$ cat src/rtl/prot_cfg_pkg.sv
package prot_cfg_pkg;

  localparam int DATA_W = 32;
  localparam int BASE_W = 27;
  localparam int SEL_W  = 8;

  // Fixed word offsets; aliases follow as base + 2k / attr + 2k.
  localparam int OFF_CAP  = 0;
  localparam int OFF_CTRL = 1;
  localparam int OFF_SEL  = 2;
  localparam int OFF_BASE = 3;
  localparam int OFF_ATTR = 4;

  // Implemented attribute bits.
  localparam logic [DATA_W-1:0] ATTR_KEEP = 32'h173F_FF3F;

  function automatic logic [DATA_W-1:0] cap_word(int unsigned regions);
    logic [7:0] cnt;
    cnt = 8'(regions);
    return {16'h0000, cnt, 8'h00};
  endfunction

  function automatic logic [DATA_W-1:0] base_word(logic [BASE_W-1:0] addr,
                                                  logic [SEL_W-1:0]  sel);
    return {addr, 1'b0, sel[3:0]};
  endfunction

  function automatic logic region_ok(logic [SEL_W-1:0] r, int unsigned regions);
    return 32'(r) < regions;
  endfunction

endpackage

$ cat src/rtl/prot_cfg_decode.sv
module prot_cfg_decode
  import prot_cfg_pkg::*;
#(
  parameter int ADDR_W    = 4,
  parameter int NUM_ALIAS = 3
) (
  input  logic [ADDR_W-1:0] addr,
  output logic              hit_cap,
  output logic              hit_ctrl,
  output logic              hit_sel,
  output logic              hit_base,
  output logic              hit_attr
);
  localparam int PAIRS = NUM_ALIAS + 1;

  logic [PAIRS-1:0] base_m;
  logic [PAIRS-1:0] attr_m;

  for (genvar k = 0; k < PAIRS; k++) begin : g_pair
    assign base_m[k] = (addr == ADDR_W'(OFF_BASE + 2*k));
    assign attr_m[k] = (addr == ADDR_W'(OFF_ATTR + 2*k));
  end

  assign hit_cap  = (addr == ADDR_W'(OFF_CAP));
  assign hit_ctrl = (addr == ADDR_W'(OFF_CTRL));
  assign hit_sel  = (addr == ADDR_W'(OFF_SEL));
  assign hit_base = |base_m;
  assign hit_attr = |attr_m;

  always_comb begin
    a_r7_one_hit: assert ($countones({hit_cap, hit_ctrl, hit_sel, hit_base, hit_attr}) <= 1)
      else $error("R7: overlapping decode");
  end
endmodule

$ cat src/rtl/prot_cfg_region.sv
module prot_cfg_region
  import prot_cfg_pkg::*;
(
  input  logic              clk,
  input  logic              rst_n,
  input  logic              wr_base,
  input  logic              wr_attr,
  input  logic [BASE_W-1:0] base_in,
  input  logic [DATA_W-1:0] attr_in,
  output logic [BASE_W-1:0] base_q,
  output logic [DATA_W-1:0] attr_q
);
  always_ff @(posedge clk) begin
    if (!rst_n) begin
      base_q <= '0;
      attr_q <= '0;
    end else begin
      if (wr_base) base_q <= base_in;
      if (wr_attr) attr_q <= attr_in & ATTR_KEEP;
    end
  end

  a_r6_reserved_zero: assert property (@(posedge clk) disable iff (!rst_n)
    (attr_q & ~ATTR_KEEP) == '0) else $error("R6: reserved attribute bit set");

  a_r4_base_hold: assert property (@(posedge clk) disable iff (!rst_n)
    !wr_base |=> $stable(base_q)) else $error("R4: base changed without write");

  a_r10_enable_reset: assert property (@(posedge clk) disable iff (!rst_n)
    $past(!rst_n) |-> !attr_q[0]) else $error("R10: enable set after reset");
endmodule

$ cat src/rtl/prot_cfg_regs.sv
module prot_cfg_regs
  import prot_cfg_pkg::*;
#(
  parameter int NUM_REGIONS = 8,
  parameter int ADDR_W      = 4,
  parameter int NUM_ALIAS   = 3
) (
  input  logic                          clk,
  input  logic                          rst_n,
  input  logic                          bus_wen,
  input  logic [ADDR_W-1:0]             bus_addr,
  input  logic [31:0]                   bus_wdata,
  output logic [31:0]                   bus_rdata,
  output logic [2:0]                    cfg_ctrl,
  output logic [NUM_REGIONS*BASE_W-1:0] cfg_base,
  output logic [NUM_REGIONS*DATA_W-1:0] cfg_attr
);
  localparam int RIDX_W = (NUM_REGIONS > 1) ? $clog2(NUM_REGIONS) : 1;

  logic hit_cap, hit_ctrl, hit_sel, hit_base, hit_attr;

  prot_cfg_decode #(.ADDR_W(ADDR_W), .NUM_ALIAS(NUM_ALIAS)) u_decode (
    .addr     (bus_addr),
    .hit_cap  (hit_cap),
    .hit_ctrl (hit_ctrl),
    .hit_sel  (hit_sel),
    .hit_base (hit_base),
    .hit_attr (hit_attr)
  );

  logic [SEL_W-1:0] sel_q;
  logic [2:0]       ctrl_q;

  // Named write events
  logic             base_valid;
  logic [SEL_W-1:0] base_tgt;
  logic             sel_wr_ok;
  logic             base_wr_ok;
  logic             retarget;
  logic             attr_wr;

  assign base_valid = bus_wdata[4];
  assign base_tgt   = base_valid ? {4'b0000, bus_wdata[3:0]} : sel_q;
  assign sel_wr_ok  = bus_wen && hit_sel && region_ok(bus_wdata[SEL_W-1:0], NUM_REGIONS);
  assign base_wr_ok = bus_wen && hit_base && region_ok(base_tgt, NUM_REGIONS);
  assign retarget   = base_wr_ok && base_valid;
  assign attr_wr    = bus_wen && hit_attr;

  always_ff @(posedge clk) begin
    if (!rst_n) begin
      sel_q  <= '0;
      ctrl_q <= '0;
    end else begin
      if (bus_wen && hit_ctrl) ctrl_q <= bus_wdata[2:0];
      if (sel_wr_ok)           sel_q  <= bus_wdata[SEL_W-1:0];
      else if (retarget)       sel_q  <= base_tgt;
    end
  end

  logic [BASE_W-1:0] base_arr [NUM_REGIONS];
  logic [DATA_W-1:0] attr_arr [NUM_REGIONS];

  for (genvar r = 0; r < NUM_REGIONS; r++) begin : g_region
    logic wr_b, wr_a;
    assign wr_b = base_wr_ok && (base_tgt == SEL_W'(r));
    assign wr_a = attr_wr && (sel_q == SEL_W'(r));

    prot_cfg_region u_region (
      .clk     (clk),
      .rst_n   (rst_n),
      .wr_base (wr_b),
      .wr_attr (wr_a),
      .base_in (bus_wdata[31:5]),
      .attr_in (bus_wdata),
      .base_q  (base_arr[r]),
      .attr_q  (attr_arr[r])
    );

    assign cfg_base[r*BASE_W +: BASE_W] = base_arr[r];
    assign cfg_attr[r*DATA_W +: DATA_W] = attr_arr[r];
  end

  assign cfg_ctrl = ctrl_q;

  logic [RIDX_W-1:0] sel_idx;
  assign sel_idx = sel_q[RIDX_W-1:0];

  always_comb begin
    bus_rdata = '0;
    if (hit_cap)       bus_rdata = cap_word(NUM_REGIONS);
    else if (hit_ctrl) bus_rdata = {29'b0, ctrl_q};
    else if (hit_sel)  bus_rdata = {24'b0, sel_q};
    else if (hit_base) bus_rdata = base_word(base_arr[sel_idx], sel_q);
    else if (hit_attr) bus_rdata = attr_arr[sel_idx];
  end

  a_r3_sel_in_range: assert property (@(posedge clk) disable iff (!rst_n)
    32'(sel_q) < NUM_REGIONS) else $error("R3: selector out of range");

  a_r5_retarget: assert property (@(posedge clk) disable iff (!rst_n)
    (bus_wen && hit_base && bus_wdata[4] && (32'(bus_wdata[3:0]) < NUM_REGIONS))
      |=> (sel_q == {4'b0000, $past(bus_wdata[3:0])}))
    else $error("R5: selector not retargeted");

  a_r9_sel_ignore: assert property (@(posedge clk) disable iff (!rst_n)
    (bus_wen && hit_sel && (32'(bus_wdata[7:0]) >= NUM_REGIONS)) |=> $stable(sel_q))
    else $error("R9: out-of-range selector accepted");

  a_r2_ctrl_hold: assert property (@(posedge clk) disable iff (!rst_n)
    !(bus_wen && hit_ctrl) |=> $stable(ctrl_q)) else $error("R2: control changed without write");

  a_r10_ctrl_reset: assert property (@(posedge clk) disable iff (!rst_n)
    $past(!rst_n) |-> (ctrl_q == 3'b000 && sel_q == '0)) else $error("R10: state not cleared");
endmodule

$ cat config.mk
export PLATFORM = sky130hd
export DESIGN_NAME = prot_cfg_regs
export DESIGN_NICKNAME = d
export VERILOG_FILES = /design/src/rtl/prot_cfg_pkg.sv /design/src/rtl/prot_cfg_decode.sv /design/src/rtl/prot_cfg_region.sv /design/src/rtl/prot_cfg_regs.sv
export SDC_FILE = /design/constraint.sdc
export NUM_CORES = 1
export LEC_CHECK = 0
export BUFFER_PORTS_ARGS = -buffer_cell sky130_fd_sc_hd__clkbuf_2
export CAP_MARGIN = 0
export CORE_UTILIZATION = 25
export CTS_CLUSTER_DIAMETER = 80
export DETAILED_ROUTE_END_ITERATION = 10
export GPL_ROUTABILITY_DRIVEN = 0
export PLACE_DENSITY = 0.41
export SETUP_SLACK_MARGIN = 0.05
export SYNTH_ARGS = -nofsm -noshare
export SYNTH_HDL_FRONTEND = slang
export SYNTH_SLANG_ARGS = --single-unit
$ cat constraint.sdc
create_clock -name clk -period 3.95 [get_ports clk]
set_input_delay 0.79 -clock clk [delete_from_list [all_inputs] [get_ports clk]]
set_output_delay 0.79 -clock clk [all_outputs]
set_load 0.05 [all_outputs]
==> metrics.txt <==
# TYPE chip_impl_metric gauge
chip_impl_metric{name="grt_util_all_layers",unit="%"} 19.5
chip_impl_metric{name="postRouteAntennaNets",unit=""} 0
chip_impl_metric{name="die-area",unit="um^2"} 76700
chip_impl_metric{name="critical_path_arrival",unit="ps"} 2980
chip_impl_metric{name="fillCellCount",unit=""} 7715
chip_impl_metric{name="detail_route.vias_per_cell",unit=""} 4.72
chip_impl_metric{name="grt_first_pass_wirelength",unit="mm"} 110
chip_impl_metric{name="peakVddDrop",unit="mV"} 0.326
chip_impl_metric{name="sum_of_overflow_across_all_layers_after_global_routing",unit=""} 0
chip_impl_metric{name="drt_drc",unit=""} 0
chip_impl_metric{name="timing.final.crit_share",unit="%"} 95.3
chip_impl_info{name="critPathLaunchType",value="register"} 1
chip_impl_metric{name="post_cts_hold_buffer_count",unit=""} 0
chip_impl_metric{name="dieWidth",unit="um"} 277
chip_impl_info{name="unrepaired_setup_endpoints_after_global_routing",value="false"} 1
chip_impl_metric{name="cts_max_path_buffers",unit=""} 3
chip_impl_info{name="outcome",value="finished clean"} 1
chip_impl_metric{name="avgRoutedWirePerCell",unit="um"} 24.1
chip_impl_metric{name="h-tree-depth",unit=""} 2
chip_impl_metric{name="nets",unit=""} 2228
chip_impl_info{name="crit_type",value="reg -> out"} 1
chip_impl_metric{name="grt_max_degree",unit=""} 122
chip_impl_metric{name="drtIter0Drc",unit=""} 747
chip_impl_metric{name="initial_core_util",unit="%"} 25.3
chip_impl_metric{name="finalSetupViolations",unit=""} 0
chip_impl_metric{name="die_span_in_y",unit="um"} 277
chip_impl_metric{name="reg2reg_setup_slack",unit="ps"} 1150
chip_impl_metric{name="final.setup_skew",unit="ps"} 15.7
chip_impl_info{name="synth_flop_cell",value="sky130_fd_sc_hd__dfxtp_1"} 1
chip_impl_metric{name="yosys.area_share.adder",unit="%"} 0
chip_impl_metric{name="finalWirelength",unit="mm"} 77.2
chip_impl_metric{name="clk_pin_slew",unit="ps"} 60
chip_impl_metric{name="worstSkewPairLatency",unit="ps"} 580
chip_impl_metric{name="final_layout_size_suffix_gt1_share",unit="%"} 32.8
chip_impl_info{name="clock_tree_root_buffer_cell",value="sky130_fd_sc_hd__clkbuf_16"} 1
chip_impl_metric{name="reg2regPathDepth",unit=""} 5
chip_impl_info{name="main_combinational_cell_family_by_area_after_synthesis",value="multiplexers"} 1
chip_impl_metric{name="multi_input_comb_area",unit="um^2"} 9620
chip_impl_metric{name="clkSinkCount",unit=""} 419
chip_impl_metric{name="power.static_leakage",unit="nW"} 10.3
chip_impl_metric{name="slew_at_the_pin_closest_to_its_max_slew_limit",unit="ps"} 902
chip_impl_metric{name="fin_hold_ws",unit="ps"} 474
chip_impl_metric{name="synth-async-reset-ratio",unit="%"} 0
chip_impl_metric{name="synth-simple-area-share",unit="%"} 10.9
chip_impl_metric{name="grt_antenna_before_repair",unit=""} 3
chip_impl_metric{name="fp.coreArea",unit="um^2"} 74600
chip_impl_metric{name="slew_viol_final",unit=""} 0
chip_impl_metric{name="synth_enable_flop_cells",unit=""} 0
chip_impl_info{name="worst_r2r_start",value="sel_q[2]"} 1
chip_impl_metric{name="firstDrtPassIters",unit=""} 5
chip_impl_metric{name="row_count",unit=""} 100
chip_impl_metric{name="top_level_ports",unit=""} 546
chip_impl_metric{name="drv.max_cap_violation_count",unit=""} 0
chip_impl_metric{name="final.setup.tns",unit="ps"} 0
chip_impl_metric{name="synthesis.area_per_instance",unit="um^2"} 10.7
chip_impl_metric{name="fraction_of_the_yosys_area_taken_by_sequential_cells",unit="%"} 44.4
chip_impl_metric{name="synth_compound_gate_area_share",unit="%"} 1.64
chip_impl_metric{name="areaGrowthSynthToFinish",unit="%"} 26.1
chip_impl_metric{name="sequential_cell_area",unit="um^2"} 8400
chip_impl_info{name="cts_tree",value="yes"} 1
chip_impl_metric{name="via_count",unit=""} 15100
chip_impl_metric{name="fmax",unit="GHz"} 0.266
chip_impl_metric{name="numCtsBuffers",unit=""} 51
chip_impl_info{name="r2r_end",value="g_region[3].u_region.base_q[14]"} 1
chip_impl_info{name="hp-start",value="g_region[5].u_region.attr_q[2]"} 1
chip_impl_metric{name="yosys.cell_types.count",unit=""} 41
chip_impl_metric{name="critPathMaxFanout",unit=""} 28
chip_impl_metric{name="yosys-mux-area-fraction",unit="%"} 36.8
chip_impl_metric{name="number_of_global_route_vias_before_repair",unit=""} 15100
chip_impl_metric{name="timing.final.hold_violations",unit=""} 0
chip_impl_metric{name="worst_ep_required_time",unit="ps"} 3160
chip_impl_metric{name="diodes",unit=""} 0
chip_impl_info{name="critPathCaptureType",value="primary output"} 1
chip_impl_metric{name="buffer_ports.inserted",unit=""} 481
chip_impl_info{name="type_of_the_most_critical_hold_path",value="reg -> reg"} 1
chip_impl_metric{name="final.min_clock_period",unit="ps"} 3770
chip_impl_metric{name="cell_depth_of_the_worst_hold_path",unit=""} 2
chip_impl_metric{name="ys_seq_elements",unit=""} 419
chip_impl_metric{name="yosys.area_share.xor_xnor",unit="%"} 0.0463
chip_impl_metric{name="synth-warning-count",unit=""} 0
chip_impl_info{name="timing.hold.worst_endpoint",value="g_region[5].u_region.attr_q[2]"} 1
chip_impl_metric{name="synth_area",unit="um^2"} 18900
chip_impl_metric{name="dp_hpwl",unit="mm"} 54.6
chip_impl_metric{name="post_synth_inst_count",unit=""} 1764
chip_impl_metric{name="power_per_cell_area",unit="nW/um^2"} 405
chip_impl_metric{name="max_slew_headroom",unit="%"} 39.8
-- per-layer routing --
layer / global-route usage, % / wire (um) / vias up
li1: - / - / 6870
met1: 23.9 / 32100 / 7574
met2: 33.3 / 37700 / 533
met3: 5.02 / 5160 / 110
met4: 6.13 / 2160 / 4
met5: 0 / 26 / -
-- metrics by stage --
step           power [mW]  setup WS (ps)  cells  area (um^2)  utilization [%]
2_1_floorplan        4.92           55.9   1827        19100                -
3_3_place_gp         5.08            552   3103        22100             29.7
3_5_place_dp         5.09            531   3103        22100             29.7
4_1_cts              9.80           42.2   3198        23800             32.0
5_1_grt              10.0           80.5   3198        23800             32.0
6_report             9.65            184   3198        23800             32.0
-- layout by cell type (no fill, tap or decap), drive strengths merged, types with 4 or more instances in the layout --
cell    instances
clkbuf        566
nand2b          4
nand2         454
mux4          102
dfxtp         419
and3b           5
nor3            8
o21ai           9
buf            49
clkinv          4
nor2           14
conb           64
mux2i         463
o22ai          18
-- worst max-delay path, stage by stage (launching register included) --
cell	delay, ps
sky130_fd_sc_hd__dfxtp_4	630
sky130_fd_sc_hd__buf_12	290
sky130_fd_sc_hd__mux4_2	540
sky130_fd_sc_hd__mux2i_1	440
sky130_fd_sc_hd__o22ai_1	180
sky130_fd_sc_hd__clkbuf_2	270
-- sequential cells by signal, indices dropped and copies added (netlist names) --
| register | flops |
|---|---|
| cfg_ctrl | 3 |
| g_region.u_region.attr_q | 192 |
| g_region.u_region.base_q | 216 |
| sel_q | 8 |
-- cells by family (layout without fill, tap and decap cells) --
family | count (synthesis) | in the layout
AOI/OAI and AO/OA | 45 | 45
xor gates and xnor gates | 1 | 1
buffers and inverters | 222 | 624
DFF | 419 | 419
muxes | 567 | 567
other | 1 | 64
and+or+nand+nor | 509 | 509
-- cell usage after synthesis (8+ instances only) --
cell                       count  area [um^2]
sky130_fd_sc_hd__nor3_1        8         40.0
sky130_fd_sc_hd__buf_1         8         30.0
sky130_fd_sc_hd__mux2i_1     463         4630
sky130_fd_sc_hd__nor2_1       14         52.6
sky130_fd_sc_hd__o21ai_0       9         45.0
sky130_fd_sc_hd__nand2_1     454         1700
sky130_fd_sc_hd__dfxtp_1     419         8390
sky130_fd_sc_hd__o22ai_1      18          113
sky130_fd_sc_hd__clkbuf_1     86          323
sky130_fd_sc_hd__mux4_2      102         2300
sky130_fd_sc_hd__buf_4        67          503
sky130_fd_sc_hd__buf_2        55          275
-- area by class of cell --
type / instances / share of cell area, %
tap: 969 / 5.09
clock inverter: 7 / 0.178
timing repair buffer: 529 / 12.3
inverter: 2 / 0.0315
multi-input combinational: 1186 / 40.4
clock buffer: 86 / 6.80
sequential: 419 / 35.2
-- worst max path at each step --
stage                     start             to  cells past startpoint
global placement       sel_q[1]  bus_rdata[19]                      5
CTS                    sel_q[0]  bus_rdata[12]                      5
finish                 sel_q[1]  bus_rdata[19]                      5
global route           sel_q[1]   bus_rdata[7]                      5
floorplan           bus_addr[2]   bus_rdata[5]                      6
detailed placement     sel_q[0]  bus_rdata[12]                      5
-- what timing repair did --
action	CTS	global route
setup endpoints to repair	7	1
setup buffers	2	0
gates resized for setup	0	1
-- report_power, final --
group | switching [mW] | total, mW | internal [mW]
sequential | 0.0329 | 4.28 | 4.25
combinational | 0.563 | 0.708 | 0.146
clock | 1.89 | 4.66 | 2.77
total | 2.49 | 9.65 | 7.17
Power figures use the tool's default switching activity.
